==> src/rtl/region_ctrl_pkg.sv <==
package region_ctrl_pkg;
   localparam int PAGE_BITS = 12;
   localparam logic [2:0] W_CTRL = 3'd0;
   localparam logic [2:0] W_BASE = 3'd1;
   localparam logic [2:0] W_SIZE = 3'd2;
   localparam logic [2:0] W_IRQ  = 3'd3;
   localparam int CTRL_START   = 0;
   localparam int CTRL_FINISH  = 1;
   localparam int CTRL_CLRVIOL = 2;
   localparam int IRQ_ALLOC    = 0;
   localparam int IRQ_RELEASE  = 1;
endpackage

==> src/rtl/region_guard.sv <==
module region_guard #(
   parameter int ADDR_W     = 32,
   parameter int LEN_W      = 4,
   parameter int BEAT_BYTES = 4
) (
   input  logic              clk,
   input  logic              rst_n,
   input  logic              busy,
   input  logic              load_base,
   input  logic              load_size,
   input  logic [ADDR_W-1:0] wdata,
   input  logic              clr_viol,
   input  logic              req,
   input  logic [ADDR_W-1:0] addr,
   input  logic [LEN_W-1:0]  len,
   output logic              allowed,
   output logic              err,
   output logic              viol,
   output logic [ADDR_W-1:0] base_o,
   output logic [ADDR_W-1:0] size_o
);
   localparam int SHIFT = $clog2(BEAT_BYTES);

   if ((1 << SHIFT) != BEAT_BYTES) begin : g_bad_beat
      $error("BEAT_BYTES must be a power of two");
   end

   logic [ADDR_W-1:0] base_q, size_q;
   logic              viol_q;
   logic [ADDR_W:0]   span_w, end_w, limit_w;
   logic              in_win;

   assign span_w  = (ADDR_W+1)'({1'b0, len} + (LEN_W+1)'(1)) << SHIFT;
   assign end_w   = {1'b0, addr} + span_w;
   assign limit_w = {1'b0, base_q} + {1'b0, size_q};
   assign in_win  = (addr >= base_q) && (end_w <= limit_w);

   assign allowed = req & busy & in_win;
   assign err     = req & ~(busy & in_win);
   assign viol    = viol_q;
   assign base_o  = base_q;
   assign size_o  = size_q;

   always_ff @(posedge clk or negedge rst_n) begin
      if (!rst_n) begin
         base_q <= '0;
         size_q <= '0;
         viol_q <= 1'b0;
      end else begin
         if (load_base && !busy) base_q <= wdata;
         if (load_size && !busy) size_q <= wdata;
         if (err)           viol_q <= 1'b1;
         else if (clr_viol) viol_q <= 1'b0;
      end
   end
endmodule

==> src/rtl/region_irq_pool.sv <==
module region_irq_pool #(
   parameter int N_REGIONS = 4,
   parameter int IRQ_LINES = 16,
   parameter int RIDX_W    = 2,
   parameter int LIW       = 4
) (
   input  logic                     clk,
   input  logic                     rst_n,
   input  logic                     alloc,
   input  logic                     release_line,
   input  logic [RIDX_W-1:0]        sel,
   input  logic [N_REGIONS-1:0]     viol,
   output logic [N_REGIONS-1:0]     bound,
   output logic [N_REGIONS-1:0]     none_free,
   output logic [N_REGIONS*LIW-1:0] line_flat,
   output logic [IRQ_LINES-1:0]     irq_out
);
   logic [N_REGIONS-1:0] bound_q, nf_q;
   logic [LIW-1:0]       line_q [N_REGIONS];
   logic [IRQ_LINES-1:0] used;
   logic [LIW-1:0]       pick;
   logic                 any_free;

   always_comb begin
      used = '0;
      for (int l = 0; l < IRQ_LINES; l++)
         for (int r = 0; r < N_REGIONS; r++)
            if (bound_q[r] && line_q[r] == LIW'(l)) used[l] = 1'b1;
      pick     = '0;
      any_free = 1'b0;
      for (int l = IRQ_LINES-1; l >= 0; l--)
         if (!used[l]) begin
            pick     = LIW'(l);
            any_free = 1'b1;
         end
   end

   always_comb begin
      irq_out = '0;
      for (int l = 0; l < IRQ_LINES; l++)
         for (int r = 0; r < N_REGIONS; r++)
            if (bound_q[r] && viol[r] && line_q[r] == LIW'(l)) irq_out[l] = 1'b1;
   end

   always_ff @(posedge clk or negedge rst_n) begin
      if (!rst_n) begin
         bound_q <= '0;
         nf_q    <= '0;
         for (int r = 0; r < N_REGIONS; r++) line_q[r] <= '0;
      end else if (release_line) begin
         bound_q[sel] <= 1'b0;
         nf_q[sel]    <= 1'b0;
      end else if (alloc && !bound_q[sel]) begin
         if (any_free) begin
            bound_q[sel] <= 1'b1;
            line_q[sel]  <= pick;
            nf_q[sel]    <= 1'b0;
         end else begin
            nf_q[sel]    <= 1'b1;
         end
      end
   end

   assign bound     = bound_q;
   assign none_free = nf_q;
   for (genvar r = 0; r < N_REGIONS; r++) begin : g_line
      assign line_flat[r*LIW +: LIW] = line_q[r];
   end
endmodule

==> src/rtl/region_ctrl.sv <==
module region_ctrl
   import region_ctrl_pkg::*;
#(
   parameter int N_REGIONS  = 4,
   parameter int ADDR_W     = 32,
   parameter int LEN_W      = 4,
   parameter int BEAT_BYTES = 4,
   parameter int IRQ_LINES  = 16,
   localparam int RIDX_W    = (N_REGIONS > 1) ? $clog2(N_REGIONS) : 1,
   localparam int CFG_AW    = PAGE_BITS + RIDX_W
) (
   input  logic                        clk,
   input  logic                        rst_n,
   input  logic                        cfg_wr,
   input  logic [CFG_AW-1:0]           cfg_addr,
   input  logic [31:0]                 cfg_wdata,
   output logic [31:0]                 cfg_rdata,
   input  logic [N_REGIONS-1:0]        acc_req,
   input  logic [N_REGIONS*ADDR_W-1:0] acc_addr,
   input  logic [N_REGIONS*LEN_W-1:0]  acc_len,
   output logic [N_REGIONS-1:0]        acc_gnt,
   output logic [N_REGIONS-1:0]        acc_err,
   output logic [N_REGIONS-1:0]        mem_req,
   output logic [N_REGIONS*ADDR_W-1:0] mem_addr,
   output logic [N_REGIONS*LEN_W-1:0]  mem_len,
   input  logic [N_REGIONS-1:0]        mem_gnt,
   output logic [IRQ_LINES-1:0]        irq_out
);
   localparam int LIW = (IRQ_LINES > 1) ? $clog2(IRQ_LINES) : 1;

   if (IRQ_LINES < 1 || IRQ_LINES > 16) begin : g_bad_lines
      $error("IRQ_LINES must be 1..16");
   end
   if (ADDR_W > 32 || ADDR_W < PAGE_BITS) begin : g_bad_aw
      $error("ADDR_W must be 12..32");
   end

   logic [RIDX_W-1:0]           sel;
   logic [2:0]                  word;
   logic                        hit;
   logic [N_REGIONS-1:0]        busy_q, viol_w, allowed_w, bound_w, nf_w;
   logic [N_REGIONS*ADDR_W-1:0] base_flat, size_flat;
   logic [N_REGIONS*LIW-1:0]    line_flat;

   assign sel  = cfg_addr[CFG_AW-1:PAGE_BITS];
   assign word = cfg_addr[4:2];
   assign hit  = ({1'b0, sel} < (RIDX_W+1)'(N_REGIONS));

   for (genvar r = 0; r < N_REGIONS; r++) begin : g_region
      logic me_wr;
      assign me_wr = cfg_wr && hit && (sel == RIDX_W'(r));

      always_ff @(posedge clk or negedge rst_n) begin
         if (!rst_n) busy_q[r] <= 1'b0;
         else if (me_wr && word == W_CTRL) begin
            if (cfg_wdata[CTRL_FINISH])     busy_q[r] <= 1'b0;
            else if (cfg_wdata[CTRL_START]) busy_q[r] <= 1'b1;
         end
      end

      region_guard #(.ADDR_W(ADDR_W), .LEN_W(LEN_W), .BEAT_BYTES(BEAT_BYTES)) u_guard (
         .clk       (clk),
         .rst_n     (rst_n),
         .busy      (busy_q[r]),
         .load_base (me_wr && word == W_BASE),
         .load_size (me_wr && word == W_SIZE),
         .wdata     (cfg_wdata[ADDR_W-1:0]),
         .clr_viol  (me_wr && word == W_CTRL && cfg_wdata[CTRL_CLRVIOL]),
         .req       (acc_req[r]),
         .addr      (acc_addr[r*ADDR_W +: ADDR_W]),
         .len       (acc_len[r*LEN_W +: LEN_W]),
         .allowed   (allowed_w[r]),
         .err       (acc_err[r]),
         .viol      (viol_w[r]),
         .base_o    (base_flat[r*ADDR_W +: ADDR_W]),
         .size_o    (size_flat[r*ADDR_W +: ADDR_W])
      );

      assign mem_req[r]                     = allowed_w[r];
      assign acc_gnt[r]                     = allowed_w[r] & mem_gnt[r];
      assign mem_addr[r*ADDR_W +: ADDR_W]   = acc_addr[r*ADDR_W +: ADDR_W];
      assign mem_len[r*LEN_W +: LEN_W]      = acc_len[r*LEN_W +: LEN_W];
   end

   region_irq_pool #(.N_REGIONS(N_REGIONS), .IRQ_LINES(IRQ_LINES), .RIDX_W(RIDX_W), .LIW(LIW)) u_pool (
      .clk          (clk),
      .rst_n        (rst_n),
      .alloc        (cfg_wr && hit && word == W_IRQ && cfg_wdata[IRQ_ALLOC]),
      .release_line (cfg_wr && hit && word == W_IRQ && cfg_wdata[IRQ_RELEASE]),
      .sel          (sel),
      .viol         (viol_w),
      .bound        (bound_w),
      .none_free    (nf_w),
      .line_flat    (line_flat),
      .irq_out      (irq_out)
   );

   always_comb begin
      cfg_rdata = '0;
      for (int r = 0; r < N_REGIONS; r++) begin
         if (hit && sel == RIDX_W'(r)) begin
            case (word)
               W_CTRL: cfg_rdata = {30'd0, viol_w[r], busy_q[r]};
               W_BASE: cfg_rdata = 32'(base_flat[r*ADDR_W +: ADDR_W]);
               W_SIZE: cfg_rdata = 32'(size_flat[r*ADDR_W +: ADDR_W]);
               W_IRQ:  cfg_rdata = {20'd0, 4'(line_flat[r*LIW +: LIW]), 6'd0, nf_w[r], bound_w[r]};
               default: cfg_rdata = '0;
            endcase
         end
      end
   end
endmodule

==> config.mk <==
export PLATFORM = sky130hd
export DESIGN_NAME = region_ctrl
export DESIGN_NICKNAME = d
export VERILOG_FILES = /design/src/rtl/region_ctrl_pkg.sv /design/src/rtl/region_guard.sv /design/src/rtl/region_irq_pool.sv /design/src/rtl/region_ctrl.sv
export SDC_FILE = /design/constraint.sdc
export NUM_CORES = 1
export LEC_CHECK = 0
export ABC_CLOCK_PERIOD_IN_PS = 4800
export CAP_MARGIN = 20
export CORE_MARGIN = 3
export CORE_UTILIZATION = 54
export CTS_CLUSTER_DIAMETER = 120
export DETAILED_ROUTE_END_ITERATION = 16
export DONT_BUFFER_PORTS = 1
export PLACE_DENSITY_LB_ADDON = 0.25
export SYNTH_ARGS = -nofsm -noshare
export SYNTH_HDL_FRONTEND = slang
export SYNTH_HIERARCHICAL = 1
export SYNTH_SLANG_ARGS = --single-unit
==> constraint.sdc <==
create_clock -name clk -period 4.8 [get_ports clk]
set_clock_uncertainty 0.1 [all_clocks]
set_input_delay 0.24 -clock clk [delete_from_list [all_inputs] [get_ports clk]]
set_output_delay 0.24 -clock clk [all_outputs]
set_load 0.05 [all_outputs]
=== After elaboration in Yosys (flattened, before gate mapping) ===
Index checks and enable logic that the tools add are counted.

* Flip-flop bits (word level): 288
* Bits of input ports: 201
* Output and inout bits: 204

* Add/subtract/negate cells: 12
* Order comparisons: 12
* Equality and inequality tests: 66
* Muxes and demuxes: 191
* Bitwise operators: 31
* Reductions and logical operators: 194

{| class="wikitable"
|+ Operator list
! kind !! number
|-
| $pmux 32 s4 || 4
|-
| $logic_and 1x1->1 || 170
|-
| $mux 1 || 156
|-
| $add 32x32->33 || 4
|-
| $add 32x33->33 || 4
|-
| $le 33x33->1 || 4
|-
| $eq 4x4->1 const B || 32
|-
| $ge 32x32->1 || 4
|-
| $mux 32 || 4
|-
| $mux 4 || 23
|-
| $eq 4x3->1 const B || 16
|-
| $eq 4x2->1 const B || 8
|-
| $add 4x1->5 const B || 4
|-
| $and 1x1->1 || 20
|-
| $bwmux 16 || 1
|-
| $eq 4x1->1 const B || 4
|-
| $logic_not 4->1 || 4
|-
| $reduce_bool 2->1 || 7
|-
| $reduce_and 2->1 || 5
|-
| $and 4x4->4 || 2
|-
| $demux 4 s2 || 1
|-
| $or 4x4->4 || 2
|-
| $eq 3x2->1 const B || 2
|-
| $logic_not 1->1 || 5
|-
| 15 further kinds || 20
|}

=== Depth between registers and ports, before layout ===
Gate-level depths: netlist (run 1).

* Depth after elaboration: 25
* Mapped depth: 22
* Gate-level depth less buffers: 22

=== Hierarchy ===
The synthesis (run 1) kept the hierarchy.

{| class="wikitable"
|+ By module, submodules not included
! module !! instances !! cells an instance !! area an instance (um^2)
|-
| region_guard (g_region[1].u_guard ...) || 2 || 678 || 6,112.1
|-
| region_guard (g_region[0].u_guard) || 1 || 705 || 6,254.7
|-
| region_guard (g_region[3].u_guard) || 1 || 676 || 6,084.6
|-
| region_ctrl || 1 || 482 || 3,579.7
|-
| region_irq_pool || 1 || 205 || 1,767.9
|}

=== Worst setup path before layout (run 1) ===
No wires, ideal clock.

* Path type: input to output
* Start point: input port acc_len[4]
* End point: output port acc_gnt[1]
* Arrival: 4.551 ns
* Setup slack: -0.091 ns
* Stages: 19
* Buffers on the path: 0
* Cells stage by stage: ha_1 -> inv_1 -> fa_1 -> nor2b_1 -> o21ai_0 -> a21boi_0 -> o21ai_1 -> or3_1 -> nor2b_1 -> nand3_1 -> xnor2_1 -> ha_1 -> nand4_1 -> or2_2 -> nor3_1 -> nand4_1 -> a22oi_1 -> and2_1 -> and2_1

* Word-level cells in the longest chain between the ends: 6

{| class="wikitable"
|+ RTL lines
! element !! line !! text
|-
| from (decl) || region_ctrl.sv:20 || <nowiki>input logic [N_REGIONS*LEN_W-1:0] acc_len,</nowiki>
|-
| $add 4x1->5 || region_guard.sv:33 || <nowiki>assign span_w = (ADDR_W+1)'({1'b0, len} + (LEN_W+1)'(1)) << SHIFT;</nowiki>
|-
| $add 32x33->33 || region_guard.sv:34 || <nowiki>assign end_w = {1'b0, addr} + span_w;</nowiki>
|-
| $le 33x33->1 || region_guard.sv:36 || <nowiki>assign in_win = (addr >= base_q) && (end_w <= limit_w);</nowiki>
|-
| $logic_and 1x1->1 || region_guard.sv:36 ||
|-
| $and 1x1->1 || region_guard.sv:38 || <nowiki>assign allowed = req & busy & in_win;</nowiki>
|-
| net mem_req[1] || region_ctrl.sv:23 || <nowiki>output logic [N_REGIONS-1:0] mem_req,</nowiki>
|-
| $and 1x1->1 || region_ctrl.sv:80 || <nowiki>assign acc_gnt[r] = allowed_w[r] & mem_gnt[r];</nowiki>
|-
| to (decl) || region_ctrl.sv:21 || <nowiki>output logic [N_REGIONS-1:0] acc_gnt,</nowiki>
|}

The timed path passes the listed nets, and every way through them passes these cells.

=== Final worst setup path (run 1) ===
* Start point: register g_region[1].u_guard.size_q[0]
* End point: output port acc_gnt[1]

* Word-level cells in the longest chain between the ends: 5

{| class="wikitable"
|+ RTL lines
! element !! line !! text
|-
| from (decl) || region_guard.sv:28 || <nowiki>logic [ADDR_W-1:0] base_q, size_q;</nowiki>
|-
| from (signal assigned) || region_guard.sv:51 || <nowiki>if (load_size && !busy) size_q <= wdata;</nowiki>
|-
| $add 32x32->33 || region_guard.sv:35 || <nowiki>assign limit_w = {1'b0, base_q} + {1'b0, size_q};</nowiki>
|-
| $le 33x33->1 || region_guard.sv:36 ||
|-
| $logic_and 1x1->1 || region_guard.sv:36 ||
|-
| $and 1x1->1 || region_guard.sv:38 ||
|-
| $and 1x1->1 || region_ctrl.sv:80 ||
|}

Every way passes these cells.

==> key figures, run 1 <==
Run status
  – Outcome: complete, but fails checks
  – Failing checks: hold timing, setup timing

Setup path
  – CP Capture Type: output pin
  – Worst path cell trace: ha_2 -> inv_2 -> fa_2 -> nor2b_2 -> o31a_1 -> o211a_4 -> o22a_1 -> buf_6 -> a21oi_4 -> o21bai_1 -> a21oi_1 -> xor2_1 -> ha_1 -> a21o_1 -> a21o_1 -> a21oi_2 -> o22ai_2 -> nor3_2 -> o41ai_2 -> a22oi_1 -> buf_4 -> and2_4 -> and2_4
  – Arrival time worst endpoint: approximately 4.9 ns
  – CP required: approximately 4.5 ns
  – Critical path's slowest cell: dfrtp_1
  – Critical path's largest stage delay: around 0.39 ns
  – Crit-path max FO: 3
  – WS Path Type: flop to output pin
  – Crit-path leading delay family: compound AO/OA/AOI/OAI gates
  – Buffers & Inverters on Critical Path: 3
  – Critical path startpoint category: flop

Clock tree
  – CTS max path bufs: 3
  – Clk slew on worst S/H paths: ~0.060 ns
  – Worst-Skew Late Latency: 0.57 ns
  – CTS HTree Levels: 2
  – CTS tree: built
  – TritonCTS Buffers: 36
  – Hold-fix buffers at CTS: 44
  – Clock sinks: about 290
  – CTS root buffer: clkbuf_16

Synthesis
  – Post-Synth Simple-Gate Area: 14.57%
  – Post-Syn Nets: roughly 4000
  – Syn. warnings: 6
  – EDFF count, synth: 0
  – Adder-Cell Fraction of Synth Area: between 15 and 20%
  – Seq/Total Area, Yosys: roughly 24%
  – Unique masters post-synth: 89
  – Largest family of logic cells by synthesized area: compound AO/OA/AOI/OAI gates
  – Post-Syn Area: between 20000 and 30000 um2
  – Post-synthesis xor/xnor area fraction: between 6 and 7%
  – Synth Area in Compound Gates: 22.65%
  – Synthesized area per cell: 8.736 um2
  – Synth Register Bits: around 290
  – Syn Inst Count: 3424
  – Ys async rst share: 100.0%
  – Mux cell area share after synthesis: 6.162%
  – Prevailing post-synth register cell: dfrtp_1

Finish
  – Share of cells above drive strength 1: approximately 18%
  – Layout Area Growth over Synthesis: 12.06%
  – Commonest non-fill, non-tap cell in the layout: ha_1
  – Design area: around 34000 um2
  – Nets@finish: ~4000
  – Final Instance Count excl. Fillers: about 4200
  – Most frequent cells in the layout: ha_1, dfrtp_1, nand2_1

GRT
  – Initial antenna violation count: 11
  – GR Util All Layers: a little over a third
  – First-pass GRT wire length: about 160000 um
  – Pin count of the biggest net entering global routing: between 200 and 300
  – M1 GR Usage: between 40% and 50%
  – Grt met2 use: between 50% and 60%
  – Global routing's busiest layer: met2
  – Grt ovf: 0
  – Grt met3 use: ~7.5%
  – Vias in the first global route: roughly 27000

Timing
  – Max Fclk: ~190 MHz
  – Final Hold Slack: -0.7002 ns
  – Final Hold Violating Endpoints: around 290
  – Worst Max-Slew Pin Slew: about 1.3 ns
  – Tmin final: roughly 5.2 ns
  – RSZ-0062 raised after global routing: true
  – Number of setup violations in the final report: 12
  – Fin worst setup slack: -0.4240 ns
  – Worst slew margin: 15.92%
  – Max-slew violation total from the final report: 0
  – TNS Setup: -3.544 ns
  – Crit share post-route: 108.8%

Place
  – HPWL after detailed placement: approximately 80000 um
  – Dpl cells: approximately 4100
  – Gpl congestion: about 1
  – I/O Buffers: 0
  – Area post-placement: around 31000 um2

Detailed routing
  – DRC: 0
  – Initial DRT Pass Iterations: 5
  – Drt wl/cell: about 25 um
  – Iter 0 DRT Violations: ~2500
  – Remaining antenna violation count after routing: 0
  – DR vias: 27510
  – Final wirelength: between 100000 and 150000 um
  – Vias per Instance: between 6 and 7

Die
  – DIE HEIGHT: roughly 240 um
  – Initial core utilization: a little under three fifths
  – Die ar.: 58250 um2
  – Row cnt: 85
  – Core area: 54350 um2
  – Die W: about 240 um
  – I/O pin total: between 400 and 500

Pwr
  – Switch share: approximately 44%
  – Logic pwr share: 60.4%
  – Pint: roughly 0.0087 W
  – Leakage power: roughly 16 nW
  – Pwr/cell area: approximately 460 nW/um2
  – Clk pwr share: 17.1%
  – P_sw: between 0.006 and 0.007 W
  – Seq pwr share: between 20% and 30%
  – Worst vdd ir: 0.2383 mV

Worst hold path
  – Min-Delay Path Class: input pin to asynchronous set/reset pin

Flow run
  – Max-Cap Viols: 0
## cell usage after synthesis (33+ instances only)
| library cell | number | area share [%] |
|---|---|---|
| nand2b_1 | 35 | 0.73 |
| nand3_1 | 71 | 1.2 |
| a221oi_1 | 85 | 2.5 |
| xor2_1 | 91 | 2.7 |
| mux2_2 | 145 | 5.5 |
| dfrtp_1 | 288 | 24 |
| nand2_1 | 257 | 3.2 |
| xnor2_1 | 138 | 4.0 |
| clkbuf_1 | 69 | 0.87 |
| nor2_1 | 132 | 1.7 |
| a21o_1 | 148 | 3.7 |
| o21ai_0 | 242 | 4.0 |
| and2_1 | 33 | 0.69 |
| inv_1 | 218 | 2.7 |
| nor2b_1 | 55 | 1.2 |
| and3_1 | 44 | 0.92 |
| buf_4 | 150 | 3.8 |
| a22oi_1 | 41 | 1.0 |
| a21oi_1 | 228 | 3.8 |
| nand4_1 | 72 | 1.5 |
| ha_1 | 412 | 17 |
## sequential cells by signal, summed over array words and instances, names as in the netlist, named ones only
| register | count |
|---|---|
| u_pool/line_flat | 16 |
| g_region.u_guard/size_o | 128 |
| busy_q | 4 |
| g_region.u_guard/viol | 4 |
| g_region.u_guard/base_o | 128 |
## stage by stage
step	total power [W]	utilization [%]	worst slack [ns]
2_1_floorplan	0.009665	-	0.02099
6_report	0.01555	61.68	-0.4240
4_1_cts	0.01495	60.48	-0.3589
3_5_place_dp	0.01173	56.30	-0.1386
3_3_place_gp	0.01149	56.30	-0.06782
5_1_grt	0.01661	61.65	-0.5982
## layout make-up
class / instances / area [um2]
inverter: 218 / 820.8
fill: 4727 / 20830
clock buffer: 48 / 996.0
tap: 739 / 924.6
antenna: 8 / 20.02
clock inverter: 17 / 158.9
multi-input combinational: 2662 / 21220
timing repair buffer: 254 / 2171
sequential: 288 / 7208
## kinds of logic after synthesis
family                   Yosys count
AO/OA/AOI/OAI                   1012
XOR/XNOR                         229
adder cells (fa/ha/maj)          420
buffers and inverters            474
flip-flops                       288
multiplexers                     158
AND/OR/NAND/NOR                  843
## power groups by stage
stage	Sequential (W)	Clock [W]	Combinational, W
2_1_floorplan	0.00328	0	0.00638
3_3_place_gp	0.00345	0	0.00803
3_5_place_dp	0.00348	0	0.00825
4_1_cts	0.00346	0.00270	0.00880
5_1_grt	0.00355	0.00281	0.0102
6_report	0.00350	0.00266	0.00939
## timing repair
action | in CTS | in global routing
hold endpoints to repair | 575 | 288
setup endpoints to repair | 12 | 12
resized for setup | 100 | 90
pin swaps | 105 | 88
setup buffers | 28 | 21
## worst paths after layout
kind	startpoint	end	slack, ns	depth (start not counted)
hold reg to reg	flop	flop	0.44	1
setup / recovery	g_region[1].u_guard/size_o[0]$_DFFE_PN0P_	acc_gnt[1]	-0.42	23
max in group asynchronous	rst_n	g_region[0].u_guard/base_o[20]$_DFFE_PN0P_	4.65	0
hold / removal	rst_n	g_region[3].u_guard/size_o[31]$_DFFE_PN0P_	-0.70	0
setup reg to reg	g_region[2].u_guard/size_o[0]$_DFFE_PN0P_	g_region[2].u_guard/viol$_DFFE_PN0P_	0.48	21
min in group clk	cfg_wdata[2]	g_region[3].u_guard/viol$_DFFE_PN0P_	0.03	3
## metal layers
metal,share of wire (%),vias up
met5,0.0094,-
met4,4.3,2
met3,8.6,219
met2,45,1252
met1,42,13450
li1,-,12590
Power figures use the tool's default switching activity.
==> run 2: changes to the inputs <==
Settings changed: ABC_AREA set to 1, SYNTH_HIERARCHICAL 1 to not set.
==> key figures, run 2 <==
Clock tree
  – Hold-fix buffers at CTS: 38 (was 44)
  – CTS root buffer: clkbuf_16 (unchanged)
  – Clock sinks: 288 (unchanged)
  – CTS HTree Levels: 1 (was 2)
  – TritonCTS Buffers: 31 (was 36)
  – Clk slew on worst S/H paths: 0.06 ns (about the same)
  – Worst-Skew Late Latency: 0.58 ns (was 0.57 ns)
  – CTS tree: built (unchanged)
  – CTS max path bufs: 3 (unchanged)

Synthesis
  – Post-Syn Area: 30630 um2 (was 29910 um2)
  – Ys async rst share: 100.0% (unchanged)
  – Synth cell count leaders: nand2_1, inv_1, o21ai_0 (was ha_1, dfrtp_1, nand2_1)
  – Unique masters post-synth: 63 (was 89)
  – Top-area cell type share of the netlist area: 23.53% (was 24.09%)
  – Synthesized area per cell: 7.054 um2 (was 8.736 um2)
  – Synth top area cells: dfrtp_1, ha_1, nand2_1, o21ai_0, inv_1 (was dfrtp_1, ha_1, mux2_2, o21ai_0, xnor2_1)
  – Count leader, synth: nand2_1 (was ha_1)
  – Seq/Total Area, Yosys: 23.53% (was 24.09%)
  – Leading area contributor after synthesis: dfrtp_1 (unchanged)
  – Syn. warnings: 0 (was 6)
  – Syn Inst Count: 4342 (was 3424)
  – Synth Register Bits: 288 (unchanged)
  – Prevailing post-synth register cell: dfrtp_1 (unchanged)
  – Post-Syn Nets: 4963 (was 4045)
  – EDFF count, synth: 0 (unchanged)

GRT
  – GR Util All Layers: 35.41% (was 34.97%)
  – Initial antenna violation count: 3 (was 11)
  – Vias in the first global route: 28210 (was 26690)
  – Pin count of the biggest net entering global routing: 289 (unchanged)
  – First-pass GRT wire length: 164300 um (was 156200 um)
  – Grt ovf: 0 (unchanged)

Setup path
  – Most frequent cell on the critical path: nand2_2
  – Critical path startpoint category: flop (unchanged)
  – CP required: 4.46 ns (about the same)
  – Buffers & Inverters on Critical Path: 4 (was 3)
  – WS Path Type: flop to output pin (unchanged)
  – Critical path's largest stage delay: 0.43 ns (was 0.39 ns)
  – CP Capture Type: output pin (unchanged)
  – Critical path's slowest cell: dfrtp_1 (unchanged)
  – Crit-path max FO: 3 (unchanged)
  – Crit-path leading delay family: compound AO/OA/AOI/OAI gates (unchanged)
  – Arrival time worst endpoint: 4.56 ns (was 4.88 ns)

Flow run
  – Max-Cap Viols: 0 (unchanged)

Timing
  – Worst Max-Slew Pin Slew: 1.165 ns (was 1.261 ns)
  – Max-slew violation total from the final report: 0 (unchanged)
  – Tmin final: 4.898 ns (was 5.224 ns)
  – Final Hold Violating Endpoints: 288 (unchanged)
  – Fin worst setup slack: -0.09828 ns (was -0.4240 ns)
  – TNS Setup: -0.1862 ns (was -3.544 ns)
  – RSZ-0062 raised after global routing: true (unchanged)
  – Crit share post-route: 102.0% (was 108.8%)
  – Final Hold Slack: -0.7263 ns (was -0.7002 ns)
  – Worst slew margin: 21.81% (was 15.92%)
  – Number of setup violations in the final report: 3 (was 12)
  – Max Fclk: 204.2 MHz (was 191.4 MHz)

Detailed routing
  – Vias per Instance: 5.995 (was 6.497)
  – Final wirelength: 112000 um (was 106200 um)
  – DR vias: 30490 (was 27510)
  – Iter 0 DRT Violations: 3142 (was 2534)
  – Initial DRT Pass Iterations: 6 (was 5)
  – Remaining antenna violation count after routing: 0 (unchanged)
  – DRC: 0 (unchanged)
  – Drt wl/cell: 22.03 um (was 25.07 um)

Worst hold path
  – Min-Delay Path Class: input pin to asynchronous set/reset pin (unchanged)

Finish
  – Nets@finish: 4929 (was 4081)
  – Final Core Density: 61.11% (was 61.68%)
  – Layout Area Growth over Synthesis: 10.99% (was 12.06%)
  – Fillcell total: 5194 (was 4727)
  – Share of cells above drive strength 1: 11.15% (was 17.78%)
  – Commonest non-fill, non-tap cell in the layout: nand2_1 (was ha_1)
  – Most frequent cells in the layout: nand2_1, inv_1, o21ai_0 (was ha_1, dfrtp_1, nand2_1)

Die
  – Initial core utilization: 55.05% (was 55.04%)
  – Die W: 244.2 um (was 241.4 um)
  – DIE HEIGHT: 244.2 um (was 241.4 um)
  – Die ar.: 59610 um2 (was 58250 um2)
  – Row cnt: 86 (was 85)
  – Core area: 55630 um2 (was 54350 um2)
  – I/O pin total: 405 (unchanged)

Run status
  – Failing checks: hold timing, setup timing (unchanged)
  – Outcome: complete, but fails checks (unchanged)

Place
  – Place WS: -0.0009486 ns (was -0.1386 ns)
  – HPWL after detailed placement: 87540 um (was 81710 um)
  – I/O Buffers: 0 (unchanged)
  – Gpl congestion: 1.078 (was 1.008)

Pwr
  – Pwr/cell area: 366.0 nW/um2 (was 463.9 nW/um2)
  – Worst vdd ir: 0.2729 mV (was 0.2383 mV)
  – Leakage power: 16.21 nW (was 15.54 nW)
-- run 2: worst paths after layout --
| kind | start | end | slack [ns] | cells past startpoint |
|---|---|---|---|---|
| min in group clk | cfg_wdata[11] | g_region[0].u_guard.size_o[11]$_DFFE_PN0P_ | 0.03 | 2 |
| hold / removal | rst_n | g_region[2].u_guard.base_o[30]$_DFFE_PN0P_ | -0.73 | 0 |
| max in group asynchronous | rst_n | g_region[0].u_guard.size_o[9]$_DFFE_PN0P_ | 4.69 | 0 |
| hold reg to reg | flop | flop | 0.41 | 1 |
| setup reg to reg | g_region[1].u_guard.size_o[0]$_DFFE_PN0P_ | g_region[1].u_guard.viol$_DFFE_PN0P_ | 0.66 | 26 |
| setup / recovery | g_region[1].u_guard.size_o[0]$_DFFE_PN0P_ | acc_gnt[1] | -0.1 | 25 |
-- run 2: cells by family after synthesis --
logic type                 Yosys count  synth area share [%]
AOI/OAI and AO/OA                 1031                 19.21
DFF                                288                 23.53
buffers and inverters              842                 12.21
and+or+nand+nor                   1544                 21.48
adders and majority gates          420                 17.35
xor gates and xnor gates           217                 6.206
-- run 2: layout make-up --
class	count	area [um2]	share of cell area [%]
clock buffer	45	938.4	2.760
sequential	288	7218	21.23
timing repair buffer	184	1667	4.903
antenna	5	12.51	0.03681
clock inverter	13	132.6	0.3901
multi-input combinational	3212	20870	61.39
tap	748	935.9	2.753
inverter	591	2221	6.533
-- run 2: through the flow --
step / std cells / power [W] / area (um2)
6_report: 5086 / 0.01244 / 33990
5_1_grt: 5082 / 0.01329 / 33980
4_1_cts: 5027 / 0.01171 / 32690
3_5_place_dp: 4918 / 0.009027 / 30900
3_3_place_gp: 4916 / 0.008920 / 30870
2_1_floorplan: 4342 / 0.007706 / 30640
-- run 2: metal layers --
| layer | global-route usage (%) | part of all wire, % | up-vias | wire length [um] |
|---|---|---|---|---|
| met2 | 56.26 | 44 | 1538 | 49320 |
| met4 | 15.11 | 5.3 | 0 | 5973 |
| met1 | 46.41 | 41 | 14220 | 45450 |
| met3 | 7.906 | 10 | 263 | 11290 |
| li1 | - | - | 14470 | - |
| met5 | 0 | 0 | - | 0 |
-- run 2: repair_timing --
item                                   4_1_cts  5_1_grt
buffers inserted                            13       56
pin swaps                                   22      118
endpoints found under the hold margin      395      288
gates cloned                                 0        0
gates resized for setup                     63      217
setup endpoints to repair                   12       12
-- run 2: power breakdown --
group          total [W]  internal, W  switching [W]  leakage [nW]
clock            0.00254      0.00147        0.00108         0.534
sequential       0.00333      0.00283       0.000498          3.55
combinational    0.00657      0.00260        0.00397          12.1
total             0.0124      0.00690        0.00554          16.2
-- run 2: worst register-to-register path, stage by stage (launching register included) --
cell and delay [ns]:
dfrtp_1 0.43, ha_2 0.23, inv_2 0.04, fa_2 0.37
o21ai_2 0.18, nand3_1 0.10, nand2_2 0.11, nand2_2 0.08
nand2_4 0.09, a21oi_4 0.07, o21ai_4 0.18, nand3_2 0.09
nand2_2 0.10, nand2_2 0.06, nand2_2 0.07, xnor2_2 0.07
ha_1 0.34, buf_6 0.13, a211oi_2 0.21, o211a_1 0.21
a21boi_2 0.06, o21ai_1 0.14, buf_4 0.16, nand3_1 0.07
nand2_1 0.11, buf_4 0.15, o21ai_0 0.08
